**src/rtl/rcl_pkg.sv**
```systemverilog
package rcl_pkg;

  typedef enum logic [1:0] {
    KIND_PLAIN  = 2'd0,
    KIND_LOAD   = 2'd1,
    KIND_STORE  = 2'd2,
    KIND_ATOMIC = 2'd3
  } slot_kind_e;

  typedef enum logic [2:0] {
    SRC_NONE = 3'd0,
    SRC_ROB  = 3'd1,
    SRC_IQ   = 3'd2,
    SRC_LQ   = 3'd3,
    SRC_SQ   = 3'd4
  } full_src_e;

  localparam int NUM_CTR = 3;
  localparam int CTR_ALL = 0;
  localparam int CTR_LD  = 1;
  localparam int CTR_ST  = 2;

  localparam int NUM_CRD = 4;
  localparam int CRD_ROB = 0;
  localparam int CRD_IQ  = 1;
  localparam int CRD_LQ  = 2;
  localparam int CRD_SQ  = 3;

endpackage

```
**src/rtl/rcl_inflight.sv**
```systemverilog
module rcl_inflight #(
  parameter int CW   = 6,
  parameter int CNTW = 3
) (
  input  logic            clk,
  input  logic            rst_n,
  input  logic [CNTW-1:0] add_cnt,
  input  logic [CW-1:0]   sub_cnt,
  output logic [CW-1:0]   cur_cnt
);
  localparam int TW = CW + 1;

  logic [CW-1:0] cnt_q;
  logic [CW-1:0] cnt_d;
  logic [TW-1:0] total;
  logic          cnt_en;

  always_comb begin
    total  = TW'(cnt_q) + TW'(add_cnt);
    cnt_en = (add_cnt != '0) || (sub_cnt != '0);
    if (total < TW'(sub_cnt)) begin
      cnt_d = '0;
    end else begin
      cnt_d = CW'(total - TW'(sub_cnt));
    end
  end

  always_ff @(posedge clk or negedge rst_n) begin
    if (!rst_n) begin
      cnt_q <= '0;
    end else if (cnt_en) begin
      cnt_q <= cnt_d;
    end
  end

  assign cur_cnt = cnt_q;
endmodule

```
**src/rtl/rcl_credit.sv**
```systemverilog
module rcl_credit #(
  parameter int CW = 6,
  parameter int SW = CW + 2
) (
  input  logic [CW-1:0]        cap_free,
  input  logic [CW-1:0]        in_flight,
  input  logic [CW-1:0]        confirmed,
  output logic signed [SW-1:0] credit
);
  logic signed [SW-1:0] pending;

  always_comb begin
    pending = $signed(SW'(in_flight)) - $signed(SW'(confirmed));
    credit  = $signed(SW'(cap_free)) - pending;
  end
endmodule

```
**src/rtl/rcl_slot_walk.sv**
```systemverilog
module rcl_slot_walk
  import rcl_pkg::*;
#(
  parameter int WIDTH = 4,
  parameter int DW    = 3,
  parameter int RW    = 6,
  parameter int SW    = 8,
  parameter int CNTW  = $clog2(WIDTH + 1)
) (
  input  logic [CNTW-1:0]       walk_len,
  input  logic [2*WIDTH-1:0]    slot_kind,
  input  logic [WIDTH-1:0]      slot_squashed,
  input  logic [DW*WIDTH-1:0]   slot_dst,
  input  logic signed [SW-1:0]  lq_credit,
  input  logic signed [SW-1:0]  sq_credit,
  input  logic [RW-1:0]         free_regs,
  output logic [CNTW-1:0]       consumed,
  output logic [CNTW-1:0]       renamed,
  output logic [CNTW-1:0]       loads_sent,
  output logic [CNTW-1:0]       stores_sent,
  output logic                  stop_lq,
  output logic                  stop_sq,
  output logic                  stop_regs
);
  localparam logic [CNTW-1:0] ONE = CNTW'(1);

  slot_kind_e           kind;
  logic                 is_ld;
  logic                 is_st;
  logic                 halted;
  logic [RW-1:0]        regs_used;
  logic [RW-1:0]        need;
  logic signed [SW-1:0] ld_used;
  logic signed [SW-1:0] st_used;

  always_comb begin
    consumed    = '0;
    renamed     = '0;
    loads_sent  = '0;
    stores_sent = '0;
    stop_lq     = 1'b0;
    stop_sq     = 1'b0;
    stop_regs   = 1'b0;
    halted      = 1'b0;
    regs_used   = '0;
    ld_used     = '0;
    st_used     = '0;
    kind        = KIND_PLAIN;
    is_ld       = 1'b0;
    is_st       = 1'b0;
    need        = '0;
    for (int i = 0; i < WIDTH; i++) begin
      if (!halted && (CNTW'(i) < walk_len)) begin
        kind  = slot_kind_e'(slot_kind[2*i +: 2]);
        is_ld = (kind == KIND_LOAD);
        is_st = (kind == KIND_STORE) || (kind == KIND_ATOMIC);
        need  = RW'(slot_dst[DW*i +: DW]);
        if (is_ld && ((lq_credit - ld_used) <= 0)) begin
          stop_lq = 1'b1;
          halted  = 1'b1;
        end else if (is_st && ((sq_credit - st_used) <= 0)) begin
          stop_sq = 1'b1;
          halted  = 1'b1;
        end else if (slot_squashed[i]) begin
          consumed = consumed + ONE;
        end else if (need > (free_regs - regs_used)) begin
          stop_regs = 1'b1;
          halted    = 1'b1;
        end else begin
          consumed  = consumed + ONE;
          renamed   = renamed + ONE;
          regs_used = regs_used + need;
          if (is_ld) begin
            loads_sent = loads_sent + ONE;
            ld_used    = ld_used + SW'(1);
          end
          if (is_st) begin
            stores_sent = stores_sent + ONE;
            st_used     = st_used + SW'(1);
          end
        end
      end
    end
  end
endmodule

```
**src/rtl/rename_credit_limiter.sv**
```systemverilog
module rename_credit_limiter
  import rcl_pkg::*;
#(
  parameter int WIDTH = 4,
  parameter int AW    = 4,
  parameter int CW    = 6,
  parameter int DW    = 3,
  parameter int RW    = 6,
  localparam int CNTW = $clog2(WIDTH + 1)
) (
  input  logic                clk,
  input  logic                rst_n,
  input  logic                unblocking,
  input  logic [AW-1:0]       inq_cnt,
  input  logic [AW-1:0]       skid_cnt,
  input  logic [2*WIDTH-1:0]  slot_kind,
  input  logic [WIDTH-1:0]    slot_squashed,
  input  logic [DW*WIDTH-1:0] slot_dst,
  input  logic [CW-1:0]       rob_free,
  input  logic [CW-1:0]       iq_free,
  input  logic [CW-1:0]       lq_free,
  input  logic [CW-1:0]       sq_free,
  input  logic [CW-1:0]       disp_insts,
  input  logic [CW-1:0]       disp_loads,
  input  logic [CW-1:0]       disp_stores,
  input  logic [RW-1:0]       free_regs,
  output logic [CNTW-1:0]     consumed_cnt,
  output logic [CNTW-1:0]     renamed_cnt,
  output logic                block_now,
  output logic [2:0]          full_src
);
  localparam int SW = ((CW > AW) ? CW : AW) + 2;

  logic [CW-1:0]        inflight [NUM_CTR];
  logic [CNTW-1:0]      ctr_add  [NUM_CTR];
  logic [CW-1:0]        ctr_sub  [NUM_CTR];
  logic [CW-1:0]        crd_cap  [NUM_CRD];
  logic [CW-1:0]        crd_fly  [NUM_CRD];
  logic [CW-1:0]        crd_conf [NUM_CRD];
  logic signed [SW-1:0] credit   [NUM_CRD];

  logic [CNTW-1:0]      walk_consumed;
  logic [CNTW-1:0]      walk_renamed;
  logic [CNTW-1:0]      walk_loads;
  logic [CNTW-1:0]      walk_stores;
  logic                 walk_stop_lq;
  logic                 walk_stop_sq;
  logic                 walk_stop_regs;

  logic [AW-1:0]        avail_sel;
  logic signed [SW-1:0] avail_s;
  logic signed [SW-1:0] limit;
  logic signed [SW-1:0] eff;
  full_src_e            lim_src;
  full_src_e            src_d;
  logic                 cap_block;
  logic                 run_walk;
  logic [CNTW-1:0]      walk_len;

  // in-flight counters: all instructions, loads, stores+atomics
  assign ctr_add[CTR_ALL] = walk_renamed;
  assign ctr_add[CTR_LD]  = walk_loads;
  assign ctr_add[CTR_ST]  = walk_stores;
  assign ctr_sub[CTR_ALL] = disp_insts;
  assign ctr_sub[CTR_LD]  = disp_loads;
  assign ctr_sub[CTR_ST]  = disp_stores;

  for (genvar g = 0; g < NUM_CTR; g++) begin : g_ctr
    rcl_inflight #(
      .CW   (CW),
      .CNTW (CNTW)
    ) u_ctr (
      .clk     (clk),
      .rst_n   (rst_n),
      .add_cnt (ctr_add[g]),
      .sub_cnt (ctr_sub[g]),
      .cur_cnt (inflight[g])
    );
  end

  // credit sources
  assign crd_cap[CRD_ROB]  = rob_free;
  assign crd_cap[CRD_IQ]   = iq_free;
  assign crd_cap[CRD_LQ]   = lq_free;
  assign crd_cap[CRD_SQ]   = sq_free;
  assign crd_fly[CRD_ROB]  = inflight[CTR_ALL];
  assign crd_fly[CRD_IQ]   = inflight[CTR_ALL];
  assign crd_fly[CRD_LQ]   = inflight[CTR_LD];
  assign crd_fly[CRD_SQ]   = inflight[CTR_ST];
  assign crd_conf[CRD_ROB] = disp_insts;
  assign crd_conf[CRD_IQ]  = disp_insts;
  assign crd_conf[CRD_LQ]  = disp_loads;
  assign crd_conf[CRD_SQ]  = disp_stores;

  for (genvar c = 0; c < NUM_CRD; c++) begin : g_crd
    rcl_credit #(
      .CW (CW),
      .SW (SW)
    ) u_crd (
      .cap_free  (crd_cap[c]),
      .in_flight (crd_fly[c]),
      .confirmed (crd_conf[c]),
      .credit    (credit[c])
    );
  end

  // limit and candidate count
  always_comb begin
    avail_sel = unblocking ? skid_cnt : inq_cnt;
    avail_s   = $signed(SW'(avail_sel));
    if (credit[CRD_IQ] < credit[CRD_ROB]) begin
      limit   = credit[CRD_IQ];
      lim_src = SRC_IQ;
    end else begin
      limit   = credit[CRD_ROB];
      lim_src = SRC_ROB;
    end
    run_walk  = 1'b0;
    cap_block = 1'b0;
    eff       = '0;
    if (avail_sel == '0) begin
      run_walk = 1'b0;
    end else if (limit <= 0) begin
      cap_block = 1'b1;
    end else if (limit < avail_s) begin
      cap_block = 1'b1;
      run_walk  = 1'b1;
      eff       = limit;
    end else begin
      run_walk  = 1'b1;
      eff       = avail_s;
    end
    if (!run_walk) begin
      walk_len = '0;
    end else if (eff > $signed(SW'(WIDTH))) begin
      walk_len = CNTW'(WIDTH);
    end else begin
      walk_len = CNTW'(eff);
    end
  end

  rcl_slot_walk #(
    .WIDTH (WIDTH),
    .DW    (DW),
    .RW    (RW),
    .SW    (SW),
    .CNTW  (CNTW)
  ) u_walk (
    .walk_len      (walk_len),
    .slot_kind     (slot_kind),
    .slot_squashed (slot_squashed),
    .slot_dst      (slot_dst),
    .lq_credit     (credit[CRD_LQ]),
    .sq_credit     (credit[CRD_SQ]),
    .free_regs     (free_regs),
    .consumed      (walk_consumed),
    .renamed       (walk_renamed),
    .loads_sent    (walk_loads),
    .stores_sent   (walk_stores),
    .stop_lq       (walk_stop_lq),
    .stop_sq       (walk_stop_sq),
    .stop_regs     (walk_stop_regs)
  );

  // outputs
  always_comb begin
    src_d = SRC_NONE;
    if (cap_block) begin
      src_d = lim_src;
    end
    if (walk_stop_lq) begin
      src_d = SRC_LQ;
    end else if (walk_stop_sq) begin
      src_d = SRC_SQ;
    end
  end

  assign consumed_cnt = walk_consumed;
  assign renamed_cnt  = walk_renamed;
  assign block_now    = cap_block | walk_stop_regs;
  assign full_src     = src_d;

endmodule

```
**config.mk**
```make
export PLATFORM = sky130hd
export DESIGN_NAME = rename_credit_limiter
export DESIGN_NICKNAME = d
export VERILOG_FILES = /design/src/rtl/rcl_pkg.sv /design/src/rtl/rcl_inflight.sv /design/src/rtl/rcl_credit.sv /design/src/rtl/rcl_slot_walk.sv /design/src/rtl/rename_credit_limiter.sv
export SDC_FILE = /design/constraint.sdc
export NUM_CORES = 1
export LEC_CHECK = 0
export ABC_AREA = 1
export BUFFER_PORTS_ARGS = -buffer_cell sky130_fd_sc_hd__buf_2
export CORE_MARGIN = 2
export CORE_UTILIZATION = 55
export DETAILED_ROUTE_END_ITERATION = 6
export GPL_ROUTABILITY_DRIVEN = 0
export PLACE_DENSITY = 0.76
export SYNTH_ARGS = -nofsm -noshare
export SYNTH_HDL_FRONTEND = slang
export SYNTH_SLANG_ARGS = --single-unit
```
**constraint.sdc**
```tcl
create_clock -name clk -period 43.6 [get_ports clk]
set_clock_uncertainty 0.2 [all_clocks]
set_input_delay 8.72 -clock clk [delete_from_list [all_inputs] [get_ports clk]]
set_output_delay 8.72 -clock clk [all_outputs]
set_load 0.005 [all_outputs]
```
==> flow_metrics.tcl, run 1 <==
set metrics [dict create \
    place_hpwl_mm 15.1 \
    rsz0062_at_grt "no" \
    syn-num-nets 1343 \
    cts_root_buf "clkbuf_16" \
    critPathLaunchType "input port" \
    worst_hold_path.endpoint "g_ctr[0].u_ctr.cur_cnt[0]" \
    synth.cell_area_um2 7190 \
    setup-tns-final_ns 0 \
    antenna_found_initial 0 \
    worstPathRequired_ns 34.68 \
    synth_edf_count 0 \
    clkTransAtPathRegs_ns 0.06 \
    largest_register_ffs 18 \
    hp-class "reg -> reg" \
    cts_setup_buffers 0 \
    io_buffers 92 \
    syn_to_final_growth_pct 10.5 \
    first_pass_iters 6 \
    async_reset_ff_frac 1.00 \
    slowest_stage "nor4_2" \
    drt_iter0_drc 317 \
    netlist.area_leader.share 0.223 \
    syn_inst 1114 \
    numCtsBuffers 3 \
    final_common_cell "nand2_1" \
    arrival_ns 22.49 \
    reg2reg_depth 98 \
    yosysWarningCount 0 \
    outcome "finished clean" \
    wl_met3_um 788 \
    period_share 0.720 \
    die_h_um 118 \
    syn_area_per_cell_um2 6.46 \
    num_rows 41 \
    relSlewSlack 0.371 \
    maxCapViolCount 0 \
    timing.rr.end "g_ctr[2].u_ctr.cur_cnt[3]" \
    clk_latency_ns 0.25 \
    drcViolationCount 0 \
    avgRoutedWirePerCell_um 12.4 \
    die_w_um 118 \
    worstMarginPinSlew_ns 0.937 \
    r2r_slack_ns 26.27 \
    hp-start "g_ctr[0].u_ctr.cur_cnt[0]" \
    wl_met2_mm 8.00 \
    yosysSeqAreaShare 0.0626 \
    clk_path_buf_depth 2 \
    finalHoldViolCount 0 \
    grt_pass1_wl_mm 29.5 \
    ys_seq_elements 18 \
    finalCriticalPeriod_ns 31.41 \
    ioPinCount 93 \
    vias_per_cell 5.25 \
    slew_violations 0 \
    final_cell_mix "250 x nand2_1, 219 x inv_1, 128 x ha_1" \
    holdBufCountCts 0 \
    wirelength_mm 17.2 \
    r2r_start "g_ctr[0].u_ctr.cur_cnt[0]" \
    first_global_vias 6790 \
    core_um2 12700 \
    cp_top_family "adder cells" \
    cts_tree "built" \
    grt_max_degree 19 \
    vias 7250 \
    setup_viol 0 \
    cts.sinks 18 \
    cts_max_level 1 \
    end_kind "output port" \
    die_area_um2 14000 \
    setup.worst_path.class "in -> out" \
    wl_met1_mm 8.18 \
    critPathBufInv 15 \
    overflow 0 \
    worstPathMaxFanout 11 \
    synth_area_leaders "ha_1 22%, nand2_1 13%, inv_1 11%" \
    diodes 0 \
    fmax_ghz 0.0318 \
    yosys.cell_types.count 59 \
    min_path_cells 2 \
    highest_layer "met4" \
    synth_area_leader_cell "ha_1" \
    grt_usage 0.244 \
    antenna_left 0 \
    cts_resized 0 \
    synth_ff_type "dfrtp_1" \
    initial_core_util 0.568 \
    drive_above_1_share 0.133 \
    max_stage_delay_ns 0.65 \
    num-nets-final 1438 \
]
[routing by layer]
layer,track usage,vias to the layer above
li1,-,3847
met1,0.324,3221
met2,0.435,164
met3,0.0212,18
met4,0.0409,0
met5,0,-
[synthesized netlist by cell type (14+ instances only)]
master,instances
nor2_1,77
dfrtp_1,18
inv_1,219
nand4_1,25
nand2_1,250
o21ai_0,37
nand2_2,14
xor2_1,40
fa_1,18
ha_1,128
nor3_1,22
nand3_1,88
a21oi_1,55
[how the worst max path moves through the flow]
| stage | from | end | cells past startpoint |
|---|---|---|---|
| after floorplan | disp_insts[0] | renamed_cnt[0] | 81 |
| after global placement | disp_insts[0] | renamed_cnt[0] | 82 |
| after detailed placement | disp_insts[0] | renamed_cnt[0] | 83 |
| after CTS | disp_insts[0] | renamed_cnt[0] | 82 |
| after global routing | disp_insts[0] | renamed_cnt[0] | 84 |
| final | disp_insts[0] | renamed_cnt[0] | 82 |
[per-stage QoR]
stage | cells | hold slack (ns) | instance area [µm²] | util | setup slack, ns
2_1_floorplan | 1114 | 0.306 | 7190 | - | 14.22
3_3_place_gp | 1376 | 0.350 | 7860 | 0.620 | 12.72
3_5_place_dp | 1376 | 0.343 | 7860 | 0.620 | 12.26
4_1_cts | 1380 | 0.360 | 7950 | 0.627 | 12.24
5_1_grt | 1380 | 0.397 | 7950 | 0.627 | 10.84
6_report | 1380 | 0.352 | 7950 | 0.627 | 12.19
[final cells by class]
type,count,area (µm²)
inverters,223,837
flip-flops and latches,18,450
multi-input cells,871,5900
fillers,1209,4720
well taps,172,215
clock buffers,4,88.8
repair buffers,92,460
[kinds of logic (layout without fill, tap and decap cells)]
family                   after synthesis  after routing  share of synthesized area
XOR/XNOR                              50             50                     0.0619
AND/OR/NAND/NOR                      529            529                      0.360
multiplexers                           3              3                    0.00435
AO/OA/AOI/OAI                        143            143                      0.121
adder cells (fa/ha/maj)              146            146                      0.273
buffers and inverters                225            319                      0.118
flip-flops                            18             18                     0.0626
[worst register-to-register path, delay by kind of cell (launching register included)]
kind	cells	cell delay, ns
flops	1	0.38
buf+inv	16	1.50
compound gates	21	3.91
simple gates	39	5.07
fa+ha+maj	18	5.48
xor+xnor	4	0.68
Power of run 1 is not shown: default switching activity piles up to over one toggle a cycle in this logic, so the estimate is an artifact.
==> run 2: changes to the inputs <==
--- a/config.mk
+++ b/config.mk
@@ -11,7 +11,7 @@
 export CORE_UTILIZATION = 55
 export DETAILED_ROUTE_END_ITERATION = 6
 export GPL_ROUTABILITY_DRIVEN = 0
-export PLACE_DENSITY = 0.76
+export PLACE_DENSITY = 0.79
 export SYNTH_ARGS = -nofsm -noshare
 export SYNTH_HDL_FRONTEND = slang
 export SYNTH_SLANG_ARGS = --single-unit
==> constraint.sdc (replaced) <==
create_clock -name clk -period 26.2 [get_ports clk]
set_clock_uncertainty 0.2 [all_clocks]
set_input_delay 5.24 -clock clk [delete_from_list [all_inputs] [get_ports clk]]
set_output_delay 5.24 -clock clk [all_outputs]
set_load 0.005 [all_outputs]
==> flow_metrics.tcl, run 2 (synthesis gave the netlist of run 1 again) <==
set metrics [dict create \
    syn_to_final_growth_pct 10.5 \
    drt_iter0_drc 439 \
    clkTransAtPathRegs_ns 0.06 \
    core_um2 12700 \
    setup-tns-final_ns 0 \
    finalCriticalPeriod_ns 24.40 \
    worstPathMaxFanout 11 \
    num-nets-final 1438 \
    min_path_cells 2 \
    outcome "finished clean" \
    end_kind "output port" \
    critPathLaunchType "input port" \
    first_pass_iters 6 \
    worstMarginPinSlew_ns 0.953 \
    hp-class "reg -> reg" \
    largest_register_ffs 18 \
    placedCellCount 1376 \
    rsz0062_at_grt "no" \
    io_buffers 92 \
    clk_path_buf_depth 2 \
    final_common_cell "nand2_1" \
    vias_per_cell 5.30 \
    final_cell_mix "250 x nand2_1, 219 x inv_1, 128 x ha_1" \
    first_global_vias 6907 \
    finalNonFillerCells 1381 \
    grt_max_degree 19 \
    initial_core_util 0.568 \
    cts_max_level 1 \
    arrival_ns 18.96 \
    period_share 0.931 \
    hp-start "g_ctr[0].u_ctr.cur_cnt[0]" \
    drcViolationCount 0 \
    setup_ws_ns 1.80 \
    met3_usage 0.0212 \
    r2r_slack_ns 8.92 \
    overflow 0 \
    avgRoutedWirePerCell_um 12.4 \
    cts_resized 0 \
    pre_cts_slack_ns 1.88 \
    use_met1 0.349 \
    grt_pass1_wl_mm 30.3 \
    finalHoldViolCount 0 \
    critPathBufInv 15 \
    slowest_stage "nor4_2" \
    max_stage_delay_ns 0.71 \
    antenna_found_initial 1 \
    worst_hold_path.endpoint "g_ctr[0].u_ctr.cur_cnt[0]" \
    fmax_ghz 0.0410 \
    busiest_layer "met2" \
    cts_setup_buffers 0 \
    wirelength_mm 17.1 \
    vias 7315 \
    cp_top_family "adder cells" \
    slew_violations 0 \
    die_h_um 118 \
    place_hpwl_mm 15.1 \
    setup_viol 0 \
    antenna_left 0 \
    relSlewSlack 0.360 \
    reg2reg_depth 98 \
    holdBufCountCts 0 \
    die_w_um 118 \
    cts_tree "built" \
    ioPinCount 93 \
    grt_usage 0.250 \
    cts_root_buf "clkbuf_16" \
    cts.sinks 18 \
    die_area_um2 14000 \
    maxCapViolCount 0 \
    drive_above_1_share 0.133 \
    r2r_start "g_ctr[0].u_ctr.cur_cnt[0]" \
    timing.rr.end "g_ctr[2].u_ctr.cur_cnt[3]" \
    num_rows 41 \
    clk_latency_ns 0.25 \
    worstPathRequired_ns 20.76 \
    numCtsBuffers 3 \
    grt_util_met2 0.417 \
    setup.worst_path.class "in -> out" \
]
run 2: layout make-up:
class	instances	area, µm²
clock buffer	4	88.8
timing repair buffer	92	460
inverter	223	837
antenna	1	2.50
sequential	18	450
multi-input combinational	871	5900
tap	172	215
fill	1231	4720
run 2: layer usage:
layer  up-vias  wire, µm
met5         -         0
met2       195      7680
li1       3851         -
met1      3235      8160
met3        34       902
met4         0       348
run 2: worst max path at each step:
stage,startpoint,end,slack [ns],cells past startpoint
finish,disp_insts[0],renamed_cnt[0],1.80,82
global route,disp_insts[0],renamed_cnt[0],0.34,83
CTS,disp_insts[0],renamed_cnt[0],1.83,82
detailed placement,disp_insts[0],renamed_cnt[0],1.88,83
global placement,disp_insts[0],renamed_cnt[0],2.30,82
floorplan,disp_insts[0],renamed_cnt[0],3.78,81
run 2: worst register-to-register path: cells and delay by family (launching register included):
| family | cells | cell delay (ns) |
|---|---|---|
| adder cells (fa/ha/maj) | 18 | 5.49 |
| AND/OR/NAND/NOR | 39 | 5.02 |
| AO/OA/AOI/OAI | 21 | 3.89 |
| buffers and inverters | 16 | 1.50 |
| XOR/XNOR | 4 | 0.68 |
| flip-flops | 1 | 0.38 |
run 2: per-stage QoR:
step	instance area (µm²)	hold slack [ns]	utilization
floorplan	7190	0.306	-
finish	7950	0.366	0.628
detailed placement	7860	0.356	0.620
global route	7950	0.389	0.627
CTS	7950	0.371	0.627
global placement	7860	0.350	0.620
Power of run 2 is left out for the same reason.
